File: src/rtl/deser_pkg.sv
package deser_pkg;
    typedef enum logic [1:0] {
        SLIP_IDLE  = 2'd0,
        SLIP_PEND  = 2'd1,
        SLIP_REARM = 2'd2
    } slip_state_t;
endpackage

File: src/rtl/sync_qual.sv
module sync_qual #(
    parameter int SYNC_STAGES = 2
) (
    input  logic clk,
    input  logic rst,
    input  logic sync_i,
    output logic qual_o
);
    logic [SYNC_STAGES-1:0] chain;
    logic                   held;

    always_ff @(posedge clk) begin
        if (rst) begin
            chain <= '0;
            held  <= 1'b0;
        end else begin
            chain <= {chain[SYNC_STAGES-2:0], sync_i};
            held  <= chain[SYNC_STAGES-1];
        end
    end

    assign qual_o = chain[SYNC_STAGES-1] & held;

    // a request qualifies only after two consecutive high samples
    assert_short_pulse_ignored_R5: assert property (@(posedge clk) disable iff (rst)
        qual_o |-> ($past(sync_i, SYNC_STAGES) && $past(sync_i, SYNC_STAGES + 1)));
endmodule

File: src/rtl/slip_fsm.sv
module slip_fsm
    import deser_pkg::*;
(
    input  logic clk,
    input  logic rst,
    input  logic qual_i,
    input  logic at_pos_i,
    output logic stall_o
);
    slip_state_t state, state_nxt;

    always_ff @(posedge clk) begin
        if (rst) state <= SLIP_IDLE;
        else     state <= state_nxt;
    end

    always_comb begin
        state_nxt = state;
        unique case (state)
            SLIP_IDLE:  if (qual_i)   state_nxt = SLIP_PEND;
            SLIP_PEND:  if (at_pos_i) state_nxt = SLIP_REARM;
            SLIP_REARM: if (!qual_i)  state_nxt = SLIP_IDLE;
            default:                  state_nxt = SLIP_IDLE;
        endcase
    end

    always_comb begin
        stall_o = 1'b0;
        unique case (state)
            SLIP_PEND: stall_o = at_pos_i;
            default:   stall_o = 1'b0;
        endcase
    end

    // one stall cycle per request
    assert_single_stall_R7: assert property (@(posedge clk) disable iff (rst)
        stall_o |=> !stall_o);
    // a request still held high cannot re-arm the slip
    assert_hold_no_rearm_R7: assert property (@(posedge clk) disable iff (rst)
        (state == SLIP_REARM && qual_i) |=> (state == SLIP_REARM));
endmodule

File: src/rtl/word_divider.sv
module word_divider #(
    parameter int WORD_W = 8
) (
    input  logic              clk,
    input  logic              rst,
    input  logic              sdata_i,
    input  logic              stall_i,
    output logic              at_pos_o,
    output logic              pclk_o,
    output logic [WORD_W-1:0] pdata_o
);
    localparam int CNT_W     = $clog2(WORD_W);
    localparam int HALF      = WORD_W / 2;
    localparam int LAST      = WORD_W - 1;
    localparam int STALL_POS = HALF - 1;

    logic [CNT_W-1:0]  cnt, cnt_nxt;
    logic [WORD_W-1:0] shreg;
    logic              pclk_q;

    always_comb begin
        if (stall_i)                    cnt_nxt = cnt;
        else if (cnt == CNT_W'(LAST))   cnt_nxt = '0;
        else                            cnt_nxt = cnt + 1'b1;
    end

    always_ff @(posedge clk) begin
        if (rst) begin
            cnt     <= '0;
            shreg   <= '0;
            pclk_q  <= 1'b0;
            pdata_o <= '0;
        end else begin
            cnt    <= cnt_nxt;
            shreg  <= {shreg[WORD_W-2:0], sdata_i};
            pclk_q <= (cnt_nxt >= CNT_W'(HALF));
            if (!stall_i && cnt == CNT_W'(LAST))
                pdata_o <= {shreg[WORD_W-2:0], sdata_i};
        end
    end

    assign at_pos_o = (cnt == CNT_W'(STALL_POS));
    assign pclk_o   = pclk_q;

    // the word moves only together with a falling parallel clock
    assert_word_on_fall_R4: assert property (@(posedge clk) disable iff (rst)
        !$stable(pdata_o) |-> $fell(pclk_o));
    // the low phase is never a single cycle
    assert_low_phase_R2: assert property (@(posedge clk) disable iff (rst)
        $fell(pclk_o) |=> !pclk_o);
endmodule

File: src/rtl/deser_slip.sv
module deser_slip #(
    parameter int WORD_W      = 8,
    parameter int SYNC_STAGES = 2
) (
    input  logic              clk_ser,
    input  logic              rst,
    input  logic              sdata_i,
    input  logic              sync_i,
    output logic              pclk_o,
    output logic [WORD_W-1:0] pdata_o
);
    logic qual;
    logic at_pos;
    logic stall;

    sync_qual #(.SYNC_STAGES(SYNC_STAGES)) u_qual (
        .clk    (clk_ser),
        .rst    (rst),
        .sync_i (sync_i),
        .qual_o (qual)
    );

    slip_fsm u_fsm (
        .clk      (clk_ser),
        .rst      (rst),
        .qual_i   (qual),
        .at_pos_i (at_pos),
        .stall_o  (stall)
    );

    word_divider #(.WORD_W(WORD_W)) u_div (
        .clk      (clk_ser),
        .rst      (rst),
        .sdata_i  (sdata_i),
        .stall_i  (stall),
        .at_pos_o (at_pos),
        .pclk_o   (pclk_o),
        .pdata_o  (pdata_o)
    );

    // reset holds both outputs low
    assert_reset_clear_R1: assert property (@(posedge clk_ser)
        $past(rst) |-> (!pclk_o && pdata_o == '0));
endmodule

File: config.mk
export PLATFORM = sky130hd
export DESIGN_NAME = deser_slip
export DESIGN_NICKNAME = d
export VERILOG_FILES = /design/src/rtl/deser_pkg.sv /design/src/rtl/sync_qual.sv /design/src/rtl/slip_fsm.sv /design/src/rtl/word_divider.sv /design/src/rtl/deser_slip.sv
export SDC_FILE = /design/constraint.sdc
export NUM_CORES = 1
export LEC_CHECK = 0
export BUFFER_PORTS_ARGS = -buffer_cell sky130_fd_sc_hd__buf_2
export CAP_MARGIN = 25
export CORE_MARGIN = 2
export CORE_UTILIZATION = 45
export DETAILED_ROUTE_END_ITERATION = 8
export HOLD_SLACK_MARGIN = 0.1
export PLACE_DENSITY = 0.78
export RECOVER_POWER = 25
export SETUP_SLACK_MARGIN = 0.5
export SKIP_CTS_REPAIR_TIMING = 1
export SLEW_MARGIN = 15
export SYNTH_ARGS = -nofsm -noshare
export SYNTH_HDL_FRONTEND = slang
export SYNTH_SLANG_ARGS = --single-unit
File: constraint.sdc
create_clock -name clk_ser -period 1.56 [get_ports clk_ser]
set_input_delay 0.078 -clock clk_ser [delete_from_list [all_inputs] [get_ports clk_ser]]
set_output_delay 0.078 -clock clk_ser [all_outputs]
set_load 0.01 [all_outputs]
# Yosys cells after proc, flatten, opt, wreduce, memory -nomap -nowiden
# Index checks and enable logic that the tools add are counted.
dict set report op_classes {
  reduce_logical 4
  muxes 7
  order_cmp 1
  eq_ne 7
  bitwise_logic 1
  add_sub_neg 1
}
# cell count
set op_table {}
lappend op_table {{$mux 2} 3}
lappend op_table {{$mux 3} 2}
lappend op_table {{$pmux 2 s3} 1}
lappend op_table {{$ne 2x1->1 const B} 2}
lappend op_table {{$add 3x1->3 const B} 1}
lappend op_table {{$eq 3x2->1 const B} 1}
lappend op_table {{$eq 3x3->1 const B} 1}
lappend op_table {{$ge 3x3->1 const B} 1}
lappend op_table {{$reduce_and 3->1} 1}
lappend op_table {{$eq 2x1->1 const B} 1}
lappend op_table {{$eq 2x2->1 const B} 1}
lappend op_table {{$logic_not 2->1} 1}
lappend op_table {{$ne 2x2->1 const B} 1}
lappend op_table {{$and 1x1->1} 1}
lappend op_table {{$logic_and 1x1->1} 1}
lappend op_table {{$logic_not 1->1} 1}
lappend op_table {{$mux 1} 1}
dict set report word_totals {
  register_bits 24
  out_inout_bits 9
  in_bits 4
  wordCells 28
}

# Longest topological paths before layout
dict set report logic_depth {
  ltp_word 4
  mapped_depth 5
  ltp_nobuf 4
}

# Hierarchy
# A second synthesis with hierarchy kept.
dict set report hier_totals {
  cells_unflattened 71
  hier_area_um2 867.1
}
# mod instances cells_per_inst seq_area_each_um2 area_each_um2
set modules_own_cells {}
lappend modules_own_cells {word_divider 1 56 360.3 696.9}
lappend modules_own_cells {slip_fsm 1 8 40.0 85.1}
lappend modules_own_cells {sync_qual 1 7 60.1 85.1}

# Worst setup path before layout
# No wires, ideal clock.
dict set report synth_path {
  kind {register -> register}
  startpoint {register (tool-made name)}
  endpoint {register (tool-made name)}
  path_stages_with_launch 6
  period_less_slack_ns 1.397
  path_slack_ns 0.163
  path_buffers 1
  setup_ns 0.121
  arrival_ns 1.276
  t_required_ns 1.439
  path_cell_list {dfxtp_1 -> ha_1 -> ha_1 -> and3b_1 -> buf_6 -> mux2_4}
}

==> impl_results.md <==
- DRT Pass-1 Iters: 2
- Fmax: 745 MHz
- Syn nets: slightly above 80
- TNS Setup: 0 ns
- Worst-path cell chain: ha_4 -> ha_4 -> and3b_2 -> mux2_4
- Cells after DPL: ~110
- Cell at the slowest stage of the critical path: sky130_fd_sc_hd__dfxtp_4
- Hold Violations, Final: 0
- Final setup fails: 0
- Power density over the cells: a little over 900 nW/um^2
- Worst supply voltage drop on vdd: around 0.55 mV
- Layout fillers: roughly 150
- WL/cell: approximately 11 um
- Synthesis Warnings: 0
- Root Buffer: sky130_fd_sc_hd__clkbuf_4
- Type of the worst setup path: flop to flop
- Via count of the first global-routing pass: between 400 and 500
- Die Area: 2230 um^2
- Post-detailed-placement half-perimeter wirelength: about 830 um
- GRT Residual Overflow: 0
- GRT Resource Usage Total: 0.144
- Skew-Pair Late Insertion Delay: roughly 0.31 ns
- Rel. slew slack: 0.717
- Worst slew pin tran: ~0.43 ns
- Cell type with the highest occurrence count on the critical path: sky130_fd_sc_hd__ha_4
- Global placer's final weighted congestion: 0.650
- Remaining routing DRC violations: 0
- Fraction of layout instances using a drive strength above 1: 0.333
- Number of diodes added for antenna fixing: 0
- Number of slew-limit violations in the final report: 0
- Routed via count divided by cell count: roughly 4.5
- Area of combinational cells with multiple inputs: just under 400 um^2
- Post-Layout Cell Count: between 100 and 150
- Worst Path Arrival: 1.55 ns
- Buffer depth of the longest clock path: 2
- Core area: ~1700 um^2
- Number of nets in the finished design: between 90 and 100
- TritonCTS clock tree: done
- Number of cells produced by synthesis: 73
- Reg clk slew, reported paths: 0.12 ns
- Wire length of the first global-routing pass: 2100 um
- FF/Latch Area: approximately 470 um^2
- Starting density of the core: 0.482
- Number of top-level design ports: 13
- Area growth from synthesis to layout: 21.1%
- RSZ-0062 raised after global routing: true
- Gate family responsible for the most delay along the worst path: flip-flops
- H-tree levels: 1
- Number of port buffers: 12
- Leakage: 0.435 nW
- Number of flip-flops and latches in the synthesized netlist: 23
- Number of max-capacitance violations reported: 0
- Total vias in the final route: between 500 and 600
- Most common cell after layout, fill and taps aside: sky130_fd_sc_hd__dfxtp_1
- Maximum number of pins on one net before global-route repair: 27
- Site Rows: 15
- Die outline height: roughly 47 um
- Kind of start point of the critical path: flop
- Die outline width: between 40 and 50 um
- Inserted Clock Buffers: 3
- 1st-iter DRT viols: 2
- Sum of buffers and inverters on the critical path: 0
- Total standard cell area after synthesis: between 800 and 900 um^2
- Average cell area after synthesis: approximately 12 um^2
- Final Skew: 0.00181 ns
- Endpoint required time on the critical path: about 1.8 ns
- Hold/Removal Path Class: input pin to flop
- Distinct cell type count after synthesis: 18
- Critical Path Sink Type: flop
- Outcome: completed
- Count of antenna-violating nets left after detailed routing: 0
- Antenna violations before repair: 0
- Final clock period utilization by the worst path: 0.860
- Critical path's largest stage delay: about 0.38 ns
- Routed Wire Length: between 1000 and 1500 um
- Final period demand of the worst path: ~1.3 ns
- Portion of the post-synthesis area used by sequential elements: 0.547
- Worst Path Max Fanout: 4
- Most frequent cells in the layout: 20 x sky130_fd_sc_hd__dfxtp_1, 12 x sky130_fd_sc_hd__buf_2, 9 x sky130_fd_sc_hd__nor2_1, 9 x sky130_fd_sc_hd__mux2i_1, 8 x sky130_fd_sc_hd__nor2b_1
- Sink Count: 23
==> power by group <==
part | switching [mW] | internal, mW
combinational | 0.0258 | 0.0337
sequential | 0.0112 | 0.603
clock | 0.178 | 0.0959
total | 0.215 | 0.732
==> synthesized netlist by cell type <==
cell / count / share of area
sky130_fd_sc_hd__and3b_1: 1 / 0.010
sky130_fd_sc_hd__buf_2: 2 / 0.012
sky130_fd_sc_hd__and4b_2: 1 / 0.013
sky130_fd_sc_hd__o21ba_2: 1 / 0.012
sky130_fd_sc_hd__nand3b_1: 1 / 0.0089
sky130_fd_sc_hd__and2b_1: 4 / 0.036
sky130_fd_sc_hd__nor2b_1: 8 / 0.059
sky130_fd_sc_hd__ha_1: 4 / 0.059
sky130_fd_sc_hd__a211oi_1: 1 / 0.0089
sky130_fd_sc_hd__buf_6: 1 / 0.013
sky130_fd_sc_hd__nor3_1: 1 / 0.0059
sky130_fd_sc_hd__inv_1: 1 / 0.0045
sky130_fd_sc_hd__nor2_1: 9 / 0.040
sky130_fd_sc_hd__dfxtp_1: 23 / 0.55
sky130_fd_sc_hd__clkbuf_1: 1 / 0.0045
sky130_fd_sc_hd__mux2i_1: 9 / 0.11
sky130_fd_sc_hd__mux2_4: 2 / 0.036
sky130_fd_sc_hd__nand2b_1: 3 / 0.022
==> through the flow <==
step	setup slack [ns]	hold slack (ns)	utilization	power [mW]	area, um^2
after floorplan	0.256	0.203	-	0.665	877
after global placement	0.247	0.283	0.541	0.678	945
after detailed placement	0.200	0.290	0.541	0.681	945
after CTS	0.175	-0.0497	0.557	0.956	972
after global routing	0.197	0.190	0.584	0.985	1020
final	0.218	0.171	0.584	0.947	1020
==> path summary, 6_finish.rpt <==
check | from | to | slack (ns) | depth (start not counted)
worst max register to register | flop | flop | 0.22 | 4
worst min register to register | u_qual.chain[0] | u_qual.chain[1] | 0.46 | 1
worst min-delay path | rst | u_div.pdata_o[0] | 0.17 | 2
worst max-delay path | flop | flop | 0.22 | 4
==> cells by family (layout without fill, tap and decap cells) <==
logic type	count (synthesis)	in the layout	share of synthesized area
buf+inv	5	22	0.0342
compound gates	2	2	0.0208
mux	11	11	0.143
simple gates	28	28	0.196
fa+ha+maj	4	4	0.0594
flops	23	23	0.547
==> cell type report <==
cell class	instances	share of cell area
repair buffers	17	0.104
clock buffers	3	0.0221
inverters	1	0.00368
clock inverters	1	0.00491
flip-flops and latches	23	0.458
well taps	25	0.0307
multi-input cells	45	0.377
==> layer usage <==
| layer | up-vias | share of wire | track usage |
|---|---|---|---|
| met5 | - | 0 | 0 |
| met3 | 4 | 0.027 | 0.0231 |
| met4 | 0 | 0.020 | 0.117 |
| met2 | 9 | 0.45 | 0.214 |
| met1 | 238 | 0.50 | 0.182 |
| li1 | 271 | - | - |
No activity file was read; power rests on OpenSTA's default activity.
